`config.mk`:
```
export PLATFORM = sky130hd
export DESIGN_NAME = addr_sig_hash
export DESIGN_NICKNAME = d
export VERILOG_FILES = /design/src/rtl/sig_hash_pkg.sv /design/src/rtl/sig_hash_index.sv /design/src/rtl/sig_onehot_dec.sv /design/src/rtl/sig_out_stage.sv /design/src/rtl/addr_sig_hash.sv
export SDC_FILE = /design/constraint.sdc
export NUM_CORES = 1
export LEC_CHECK = 0
export BUFFER_PORTS_ARGS = -buffer_cell sky130_fd_sc_hd__buf_4
export CORE_ASPECT_RATIO = 1.25
export CORE_MARGIN = 5
export CORE_UTILIZATION = 37
export DETAILED_ROUTE_END_ITERATION = 10
export MAX_ROUTING_LAYER = met4
export PLACE_DENSITY = 0.81
export SLEW_MARGIN = 5
export SYNTH_ARGS = -nofsm -noshare
export SYNTH_HDL_FRONTEND = slang
export SYNTH_SLANG_ARGS = --single-unit
```
`constraint.sdc`:
```
create_clock -name clk -period 1.63 [get_ports clk]
set_clock_uncertainty 0.2 [all_clocks]
set_input_delay 0.326 -clock clk [delete_from_list [all_inputs] [get_ports clk]]
set_output_delay 0.326 -clock clk [all_outputs]
set_load 0.005 [all_outputs]
```
`src/rtl/sig_hash_pkg.sv`:
```
package sig_hash_pkg;

  localparam int NUM_HASH = 4;

  typedef enum logic [1:0] {
    HM_BITSEL = 2'd0,
    HM_H3     = 2'd1,
    HM_PBX    = 2'd2,
    HM_LEPBX  = 2'd3
  } hash_mode_e;

  // plain selection position for index bit j of hash k
  function automatic int bs_pos(int k, int j, int idx_w, int addr_w);
    return (k * idx_w + j) % addr_w;
  endfunction

  // paired fold: lower-half and upper-half bit positions
  function automatic int pbx_lo(int k, int j, int idx_w, int lo_w);
    return (k * idx_w + j) % lo_w;
  endfunction

  function automatic int pbx_hi(int k, int j, int idx_w, int lo_w, int hi_w);
    return lo_w + ((k * idx_w + j + k) % hi_w);
  endfunction

  // trimmed fold: hash k skips the lowest k*drop lower-half bits
  function automatic int le_lo(int k, int j, int drop, int lo_w);
    return k * drop + (j % (lo_w - k * drop));
  endfunction

  function automatic int le_hi(int k, int j, int idx_w, int lo_w, int hi_w);
    return lo_w + ((k * idx_w + j) % hi_w);
  endfunction

endpackage

```
`src/rtl/sig_hash_index.sv`:
```
module sig_hash_index
  import sig_hash_pkg::*;
#(
  parameter int         ADDR_W   = 16,
  parameter int         IDX_W    = 4,
  parameter hash_mode_e MODE     = HM_H3,
  parameter int         HASH_NUM = 0,
  parameter int         DROP     = 1,
  parameter logic [IDX_W*ADDR_W-1:0] MASK = '1
) (
  input  logic [ADDR_W-1:0] addr,
  output logic [IDX_W-1:0]  idx
);

  localparam int LO_W = ADDR_W / 2;
  localparam int HI_W = ADDR_W - LO_W;

  for (genvar j = 0; j < IDX_W; j++) begin : g_bit
    if (MODE == HM_BITSEL) begin : g_bs
      localparam int P = bs_pos(HASH_NUM, j, IDX_W, ADDR_W);
      assign idx[j] = addr[P];
    end else if (MODE == HM_H3) begin : g_h3
      localparam logic [ADDR_W-1:0] ROW = MASK[j*ADDR_W +: ADDR_W];
      assign idx[j] = ^(addr & ROW);
    end else if (MODE == HM_PBX) begin : g_pbx
      localparam int PL = pbx_lo(HASH_NUM, j, IDX_W, LO_W);
      localparam int PH = pbx_hi(HASH_NUM, j, IDX_W, LO_W, HI_W);
      assign idx[j] = addr[PL] ^ addr[PH];
    end else begin : g_le
      localparam int PL = le_lo(HASH_NUM, j, DROP, LO_W);
      localparam int PH = le_hi(HASH_NUM, j, IDX_W, LO_W, HI_W);
      assign idx[j] = addr[PL] ^ addr[PH];
    end
  end

endmodule

```
`src/rtl/sig_onehot_dec.sv`:
```
module sig_onehot_dec #(
  parameter int IDX_W = 4
) (
  input  logic [IDX_W-1:0]       idx,
  output logic [(1<<IDX_W)-1:0]  seg
);

  localparam int SEG_W = 1 << IDX_W;

  for (genvar b = 0; b < SEG_W; b++) begin : g_dec
    assign seg[b] = (idx == IDX_W'(b));
  end

endmodule

```
`src/rtl/sig_out_stage.sv`:
```
module sig_out_stage #(
  parameter int DATA_W  = 64,
  parameter bit REG_OUT = 1'b1
) (
  input  logic              clk,
  input  logic              rst_n,
  input  logic              in_valid,
  output logic              in_ready,
  input  logic [DATA_W-1:0] in_data,
  output logic              out_valid,
  input  logic              out_ready,
  output logic [DATA_W-1:0] out_data
);

  if (REG_OUT) begin : g_reg
    logic              vld_q;
    logic [DATA_W-1:0] dat_q;

    assign in_ready = !vld_q || out_ready;

    always_ff @(posedge clk or negedge rst_n) begin
      if (!rst_n) begin
        vld_q <= 1'b0;
        dat_q <= '0;
      end else if (in_ready) begin
        vld_q <= in_valid;
        if (in_valid) dat_q <= in_data;
      end
    end

    assign out_valid = vld_q;
    assign out_data  = dat_q;
  end else begin : g_comb
    assign in_ready  = out_ready;
    assign out_valid = in_valid;
    assign out_data  = in_valid ? in_data : '0;
  end

endmodule

```
`src/rtl/addr_sig_hash.sv`:
```
module addr_sig_hash
  import sig_hash_pkg::*;
#(
  parameter int         ADDR_W  = 16,
  parameter int         IDX_W   = 4,
  parameter hash_mode_e MODE    = HM_H3,
  parameter int         DROP    = 1,
  parameter bit         REG_OUT = 1'b1,
  parameter logic [NUM_HASH*IDX_W*ADDR_W-1:0] H3_MASK =
    {(NUM_HASH*IDX_W*ADDR_W/32){32'h9E37_79B9}}
) (
  input  logic                            clk,
  input  logic                            rst_n,
  input  logic                            in_valid,
  output logic                            in_ready,
  input  logic [ADDR_W-1:0]               in_addr,
  output logic                            out_valid,
  input  logic                            out_ready,
  output logic [NUM_HASH*(1<<IDX_W)-1:0]  out_sig
);

  localparam int SEG_W  = 1 << IDX_W;
  localparam int SIG_W  = NUM_HASH * SEG_W;
  localparam int MROW_W = IDX_W * ADDR_W;

  logic [SIG_W-1:0] comb_sig;

  for (genvar k = 0; k < NUM_HASH; k++) begin : g_hash
    logic [IDX_W-1:0] idx;

    sig_hash_index #(
      .ADDR_W  (ADDR_W),
      .IDX_W   (IDX_W),
      .MODE    (MODE),
      .HASH_NUM(k),
      .DROP    (DROP),
      .MASK    (H3_MASK[k*MROW_W +: MROW_W])
    ) u_idx (
      .addr(in_addr),
      .idx (idx)
    );

    sig_onehot_dec #(
      .IDX_W(IDX_W)
    ) u_dec (
      .idx(idx),
      .seg(comb_sig[k*SEG_W +: SEG_W])
    );
  end

  sig_out_stage #(
    .DATA_W (SIG_W),
    .REG_OUT(REG_OUT)
  ) u_stage (
    .clk      (clk),
    .rst_n    (rst_n),
    .in_valid (in_valid),
    .in_ready (in_ready),
    .in_data  (comb_sig),
    .out_valid(out_valid),
    .out_ready(out_ready),
    .out_data (out_sig)
  );

endmodule

```
# After elaboration in Yosys (flattened, before gate mapping)
# Index checks and enable logic that the tools add are counted.
[word_totals] ff_bits=65 inputBits=20 output_inout_bits=66 wordCells=23
[classes] reduce_logical=6 n_eq_ne=15
[ops] op="$eq 4x4->1 const B" count=8
[ops] op="$reduce_xor 16->1" count=2
[ops] op="$eq 4x3->1 const B" count=4
[ops] op="$eq 4x2->1 const B" count=2
[ops] op="$eq 4x1->1 const B" count=1
[ops] op="$logic_not 4->1" count=1
[ops] op="$reduce_and 2->1" count=1
[ops] op="$logic_not 1->1" count=1
[ops] op="$logic_or 1x1->1" count=1

# Longest topological paths before layout
# Gate-level depths: netlist of run 1.
[logic_depth] ltp_word=3 mapped_depth=5 mapped_depth_nobuf=4

# Modules after synthesis
# A second synthesis of run 1 with hierarchy kept.
[hier_totals] cells_unflattened=270 area_unflattened_um2=4292.9
[by_module_without_submodules] mod="sig_out_stage" cells_per_inst=138 n_inst=1 seq_area_each_um2=1626.6 area_per_inst_um2=2671.3
[by_module_without_submodules] mod="sig_onehot_dec" cells_per_inst=20 n_inst=4 seq_area_each_um2=0.0 area_per_inst_um2=226.5
[by_module_without_submodules] mod="sig_hash_index" cells_per_inst=13 n_inst=4 seq_area_each_um2=0.0 area_per_inst_um2=178.9

# Worst setup path before layout of run 1
# No wires, ideal clock.
[synth_path] path_kind="input to register" from="input in_addr[1]" to="register u_stage.g_reg.dat_q[58] (netlist: u_stage.out_data[58])" slack_ns=0.182 t_required_ns=1.305 n_path_buf=0 setup_ns=0.125 arrival_ns=1.124 cell_stages=4 cell_sequence="xor3_2 xor2_2 nand4_1 nand3_1"
[synth_via] elab_chain_len=2
[synth_rtl] element="start, declared" line="addr_sig_hash.sv:16" text="input logic [ADDR_W-1:0] in_addr,"
[synth_rtl] element="$reduce_xor 16->1" line="sig_hash_index.sv:24" text="assign idx[j] = ^(addr & ROW);"
[synth_rtl] element="$eq 4x4->1" line="sig_onehot_dec.sv:11" text="assign seg[b] = (idx == IDX_W'(b));"
[synth_rtl] element="end signal, assigned" line="sig_out_stage.sv:27" text="if (in_valid) dat_q <= in_data;"
[synth_rtl] element="end, declared" line="sig_out_stage.sv:17" text="logic [DATA_W-1:0] dat_q;"
# Every way passes these cells.
# A chain may end at the register's enable or synchronous reset.

# Worst setup path after layout of run 1
[layout_path] from="register u_stage.g_reg.vld_q (netlist: u_stage.out_valid)" to="output in_ready"
[layout_via] elab_chain_len=2
[layout_rtl] element="start, declared" line="sig_out_stage.sv:16" text="logic vld_q;"
[layout_rtl] element="start signal, assigned" line="sig_out_stage.sv:26" text="vld_q <= in_valid;"
[layout_rtl] element="$logic_not 1->1" line="sig_out_stage.sv:19" text="assign in_ready = !vld_q || out_ready;"
[layout_rtl] element="$logic_or 1x1->1" line="sig_out_stage.sv:19"
[layout_rtl] element="end, declared" line="addr_sig_hash.sv:15" text="output logic in_ready,"
# Every way passes these cells.

==> run_results.csv, run 1 <==
group,metric,value,unit
logic_synthesis,synth_area_leaders,"buf_4 49%, dfrtp_1 13%, xor3_2 8.0%, xnor2_2 6.9%, xnor2_4 5.9%",
pwr,p_leak,0.572,nW
pwr,max-vdd-ir-drop,0.330,mV
routing,vias,569,
setup_path,path_depth,2,
layout,area_delta_synth_final,7.06,%
global_routing,grt_max_degree,9,
timing,slew_violations,0,
setup_path,critPathRequiredTime,1.10,ns
logic_synthesis,avgSynthCellArea,9.49,um^2
global_routing,grt_pass1_vias,468,
setup_path,critical-path-top-delay-family,"flip-flops",
global_routing,track_usage,0.0772,
die,start_util,0.387,
routing,first_pass_iters,4,
logic_synthesis,synth_top_area_cell,"buf_4",
routing,ant_nets,0,
hold_path,hold_depth,2,
setup_path,cp.arrival,0.88,ns
logic_synthesis,synthCells,99,
logic_synthesis,netlist_area,940,um^2
die,num_rows,20,
job,maxCapViolCount,0,
routing,drc,0,
setup_path,worstReg2RegStart,"u_stage.out_valid$_DFFE_PN0P_",
clocking,cts_sinks,5,
setup_path,cpPeakStageDelay,0.37,ns
setup_path,crit_path_end_kind,"primary output",
setup_path,crit_type,"reg -> out",
place,io_buffers,36,
global_routing,antenna_found_initial,0,
die,dieArea,3650,um^2
logic_synthesis,netlist.area_leader.share,0.487,
clocking,cts_tree,"built",
timing,finalCritPeriodShare,0.864,
routing,drt_iter0_drc,2,
place,placed_cells,154,
global_routing,busiest_layer,"met2",
clocking,clockRootBuffer,"clkbuf_4",
logic_synthesis,ys_types,12,
logic_synthesis,yosysSeqAreaShare,0.133,
die,core,2430,um^2
logic_synthesis,yosys_register_bits,5,
timing,finalHoldViolations,0,
setup_path,path_cells,"nand2b_1 -> buf_4",
hold_path,hold_path_class,"in -> reg",
clocking,clk_pin_slew,0.05,ns
die,die_h,66.3,um
clocking,htreeDepth,1,
place,dp_hpwl,1510,um
timing,fmax,710,MHz
layout,antenna_cells,0,
timing,min_period,1.41,ns
timing,report.final.setup_viol,0,
clocking,cts_made_buffers,3,
routing,totalWireLength,1600,um
setup_path,slowest_stage,"dfrtp_1",
setup_path,cp_num_buf_inv,1,
setup_path,rr_worst_depth,4,
clocking,post_cts_resized,0,
setup_path,worstSetupStartpointType,"register",
global_routing,use_met3,0.0203,
global_routing,gr-total-overflow,0,
timing,setup_tns,0,ns
routing,drt-wirelength-per-cell,10.0,um
die,die_w,55.1,um
logic_synthesis,yosys_warnings,0,
global_routing,met2_usage,0.146,
pwr,total_power,0.000836,W
die,boundaryPins,86,
timing,fin_hold_ws,0.0880,ns
layout,drive_above_1_share,0.413,
pwr,power_density,831,nW/um^2
run_status,status,"complete, no violations",
setup_path,crit_start,"u_stage.out_valid$_DFFE_PN0P_",
global_routing,grt_pass1_wl,1900,um
global_routing,use_met1,0.0577,
layout,nNetsFinal,147,
layout,layoutNonFillerInstCount,159,
clocking,clk_latency,0.25,ns
timing,rsz0062_at_grt,"no",
routing,vias_per_cell,3.58,
clocking,cts_max_path_buffers,2,
hold_path,min-delay-start,"in_valid",
setup_path,crit_path_max_fanout,4,
place,gp_congestion,0.645,
==> cell usage after synthesis <==
library cell	n
xor3_2	3
nand4_1	8
xor2_2	3
buf_4	61
dfrtp_1	5
nand2_1	5
xnor2_2	4
nand2b_1	2
conb_1	1
xnor2_4	2
nand3_1	4
and2_2	1
==> where the power goes <==
group	internal, W	switching, W
sequential	0.000160	0.0000477
combinational	0.000278	0.000204
clock	0.0000927	0.0000541
==> layout make-up <==
type / instances / area (um^2)
Tap cell: 33 / 41.3
Timing Repair Buffer: 37 / 280
Clock buffer: 4 / 26.3
Fill cell: 243 / 1420
Sequential cell: 5 / 125
Multi-Input combinational cell: 80 / 533
==> placed cells by master, fill, tap and decap left out, drive strengths merged, types with 2 or more instances in the layout <==
| cell | instances |
|---|---|
| buf | 36 |
| clkbuf | 4 |
| conb | 48 |
| dfrtp | 5 |
| nand2 | 5 |
| nand2b | 2 |
| nand3 | 4 |
| nand4 | 8 |
| xnor2 | 6 |
| xor2 | 3 |
| xor3 | 3 |
==> routing by layer <==
layer	wire length (um)	up-vias	part of all wire
met4	31	0	0.019
met2	881	52	0.55
met3	268	3	0.17
li1	-	260	-
met5	0	-	0
met1	414	254	0.26
==> flip-flops by register name, summed over array words and instances, names as in the netlist <==
name and cells:
u_stage.out_data 4, u_stage.out_valid 1
==> cells by family after synthesis <==
| logic type | after synthesis | synth area share |
|---|---|---|
| other | 1 | 0.00399 |
| AND/OR/NAND/NOR | 20 | 0.116 |
| buffers and inverters | 61 | 0.487 |
| flip-flops | 5 | 0.133 |
| XOR/XNOR | 12 | 0.260 |
==> through the flow <==
stage          instance area, um^2  utilization  setup slack (ns)
6_report                      1010        0.414             0.221
5_1_grt                       1010        0.414             0.130
4_1_cts                       1010        0.414             0.204
3_5_place_dp                   970        0.399            0.0208
3_3_place_gp                   970        0.399            0.0770
2_1_floorplan                 1120            -             0.182
==> worst reg2reg max path: stages (launching register included) <==
cell,delay [ns]
dfrtp_1,0.37
nand2b_1,0.13
and2_2,0.23
nand4_1,0.10
nand3_1,0.10
==> final timing paths <==
| kind | to | slack, ns |
|---|---|---|
| worst min-delay path | u_stage.out_valid$_DFFE_PN0P_ | 0.09 |
| worst max-delay path | in_ready | 0.22 |
| min in group asynchronous | u_stage.out_data[47]$_DFFE_PN0P_ | 0.23 |
| max in group asynchronous | u_stage.out_data[58]$_DFFE_PN0P_ | 0.89 |
| worst min register to register | u_stage.out_data[48]$_DFFE_PN0P_ | 0.36 |
| worst max register to register | u_stage.out_data[53]$_DFFE_PN0P_ | 0.42 |
==> repair_timing <==
item,4_1_cts,5_1_grt
setup buffers,0,0
hold buffers,1,0
endpoints found under the hold margin,5,0
endpoints found under the setup margin,0,0
Power figures use the tool's default switching activity.
==> run 2, diff against run 1 <==
--- a/config.mk
+++ b/config.mk
@@ -12,6 +12,7 @@
 export DETAILED_ROUTE_END_ITERATION = 10
 export MAX_ROUTING_LAYER = met4
 export PLACE_DENSITY = 0.81
+export REMOVE_ABC_BUFFERS = 1
 export SLEW_MARGIN = 5
 export SYNTH_ARGS = -nofsm -noshare
 export SYNTH_HDL_FRONTEND = slang
==> run_results.csv, run 2 (same netlist as run 1, synthesis figures left out) <==
group,metric,value,unit
clocking,cts_max_path_buffers,2,
clocking,htreeDepth,1,
timing,fmax,705,MHz
global_routing,use_met1,0.0880,
run_status,status,"complete, no violations",
die,die_h,66.3,um
pwr,power_density,837,nW/um^2
place,io_buffers,36,
routing,first_pass_iters,4,
global_routing,grt_pass1_vias,500,
clocking,clk_latency,0.24,ns
timing,slew_violations,0,
timing,rsz0062_at_grt,"no",
layout,final_core_util,0.414,
layout,final_common_cell,"conb_1",
hold_path,hold_path_class,"in -> reg",
routing,vias_per_cell,3.77,
layout,drive_above_1_share,0.413,
setup_path,critPathRequiredTime,1.10,ns
clocking,clockRootBuffer,"clkbuf_4",
layout,largest_reg_flops,4,
setup_path,crit_path_max_fanout,4,
die,die_w,55.1,um
die,dieArea,3650,um^2
global_routing,busiest_layer,"met2",
timing,report.final.setup_viol,0,
routing,drc,0,
place,dp_hpwl,1590,um
clocking,clk_pin_slew,0.04,ns
layout,antenna_cells,0,
timing,finalHoldViolations,0,
setup_path,worstReg2RegStart,"u_stage.out_valid$_DFFE_PN0P_",
die,core,2430,um^2
routing,vias,599,
setup_path,slowest_stage,"dfrtp_1",
clocking,cts_sinks,5,
pwr,p_leak,0.572,nW
routing,ant_nets,0,
layout,nNetsFinal,147,
layout,area_delta_synth_final,7.06,%
die,start_util,0.387,
place,gp_congestion,0.658,
global_routing,gr-total-overflow,0,
setup_path,crit_type,"reg -> out",
setup_path,path_cells,"nand2b_1 -> buf_4",
pwr,max-vdd-ir-drop,0.278,mV
layout,final_cell_mix,"48 x conb_1, 36 x buf_4, 8 x nand4_1",
routing,drt_iter0_drc,3,
die,boundaryPins,86,
global_routing,met2_usage,0.135,
timing,finalCritPeriodShare,0.870,
global_routing,antenna_found_initial,0,
setup_path,cpPeakStageDelay,0.37,ns
routing,drt-wirelength-per-cell,11.0,um
clocking,cts_made_buffers,3,
die,num_rows,20,
routing,totalWireLength,1750,um
global_routing,track_usage,0.0887,
place,placed_cell_area,970,um^2
clocking,cts_tree,"built",
timing,min_period,1.42,ns
global_routing,use_met3,0.0384,
timing,setup_tns,0,ns
setup_path,cp.arrival,0.89,ns
global_routing,grt_max_degree,9,
hold_path,min-delay-start,"in_valid",
setup_path,crit_path_end_kind,"primary output",
clocking,post_cts_resized,0,
setup_path,worstSetupStartpointType,"register",
layout,final_area,1010,um^2
setup_path,crit_start,"u_stage.out_valid$_DFFE_PN0P_",
global_routing,grt_pass1_wl,2130,um
job,maxCapViolCount,0,
run 2: final cells by class:
cell class	instances	area (um^2)
Clock buffer	4	26.3
Sequential cell	5	125
Timing Repair Buffer	37	280
Fill cell	228	1420
Multi-Input combinational cell	80	533
Tap cell	33	41.3
run 2: final timing paths:
check,endpoint,slack [ns],cells after the start
min in group asynchronous,u_stage.out_data[53]$_DFFE_PN0P_,0.24,2
max reg2reg,u_stage.out_data[47]$_DFFE_PN0P_,0.38,4
max in group asynchronous,u_stage.out_data[47]$_DFFE_PN0P_,0.88,2
min,u_stage.out_valid$_DFFE_PN0P_,0.1,2
min reg2reg,u_stage.out_valid$_DFFE_PN0P_,0.38,2
max,in_ready,0.21,2
run 2: per-stage QoR:
stage / setup slack [ns] / std cells / hold slack (ns) / power [W]
2_1_floorplan: 0.182 / 85 / -0.170 / 0.000411
3_3_place_gp: 0.0721 / 154 / -0.0739 / 0.000694
3_5_place_dp: 0.0177 / 154 / -0.0702 / 0.000708
4_1_cts: 0.203 / 159 / 0.0914 / 0.000857
5_1_grt: 0.148 / 159 / 0.0973 / 0.000925
6_report: 0.211 / 159 / 0.0978 / 0.000842
run 2: critical path, delay by kind of cell, from the launching register on:
kind	cells	cell delay, ns
flip-flops	1	0.37
AND/OR/NAND/NOR	1	0.14
buffers and inverters	1	0.14
run 2: routing by layer:
layer	vias up	routed length, um	share of wire
li1	262	-	-
met1	269	559	0.32
met2	66	776	0.44
met3	2	383	0.22
met4	0	29	0.017
met5	-	0	0
run 2: what timing repair did:
item / in CTS / in global routing
hold buffers: 1 / 0
endpoints found under the setup margin: 0 / 0
endpoints found under the hold margin: 5 / 0
buffers inserted: 0 / 0
run 2: power breakdown:
| group | switching (W) | internal [W] |
|---|---|---|
| Combinational | 0.000210 | 0.000278 |
| Clock | 0.0000483 | 0.0000924 |
| Sequential | 0.0000535 | 0.000160 |
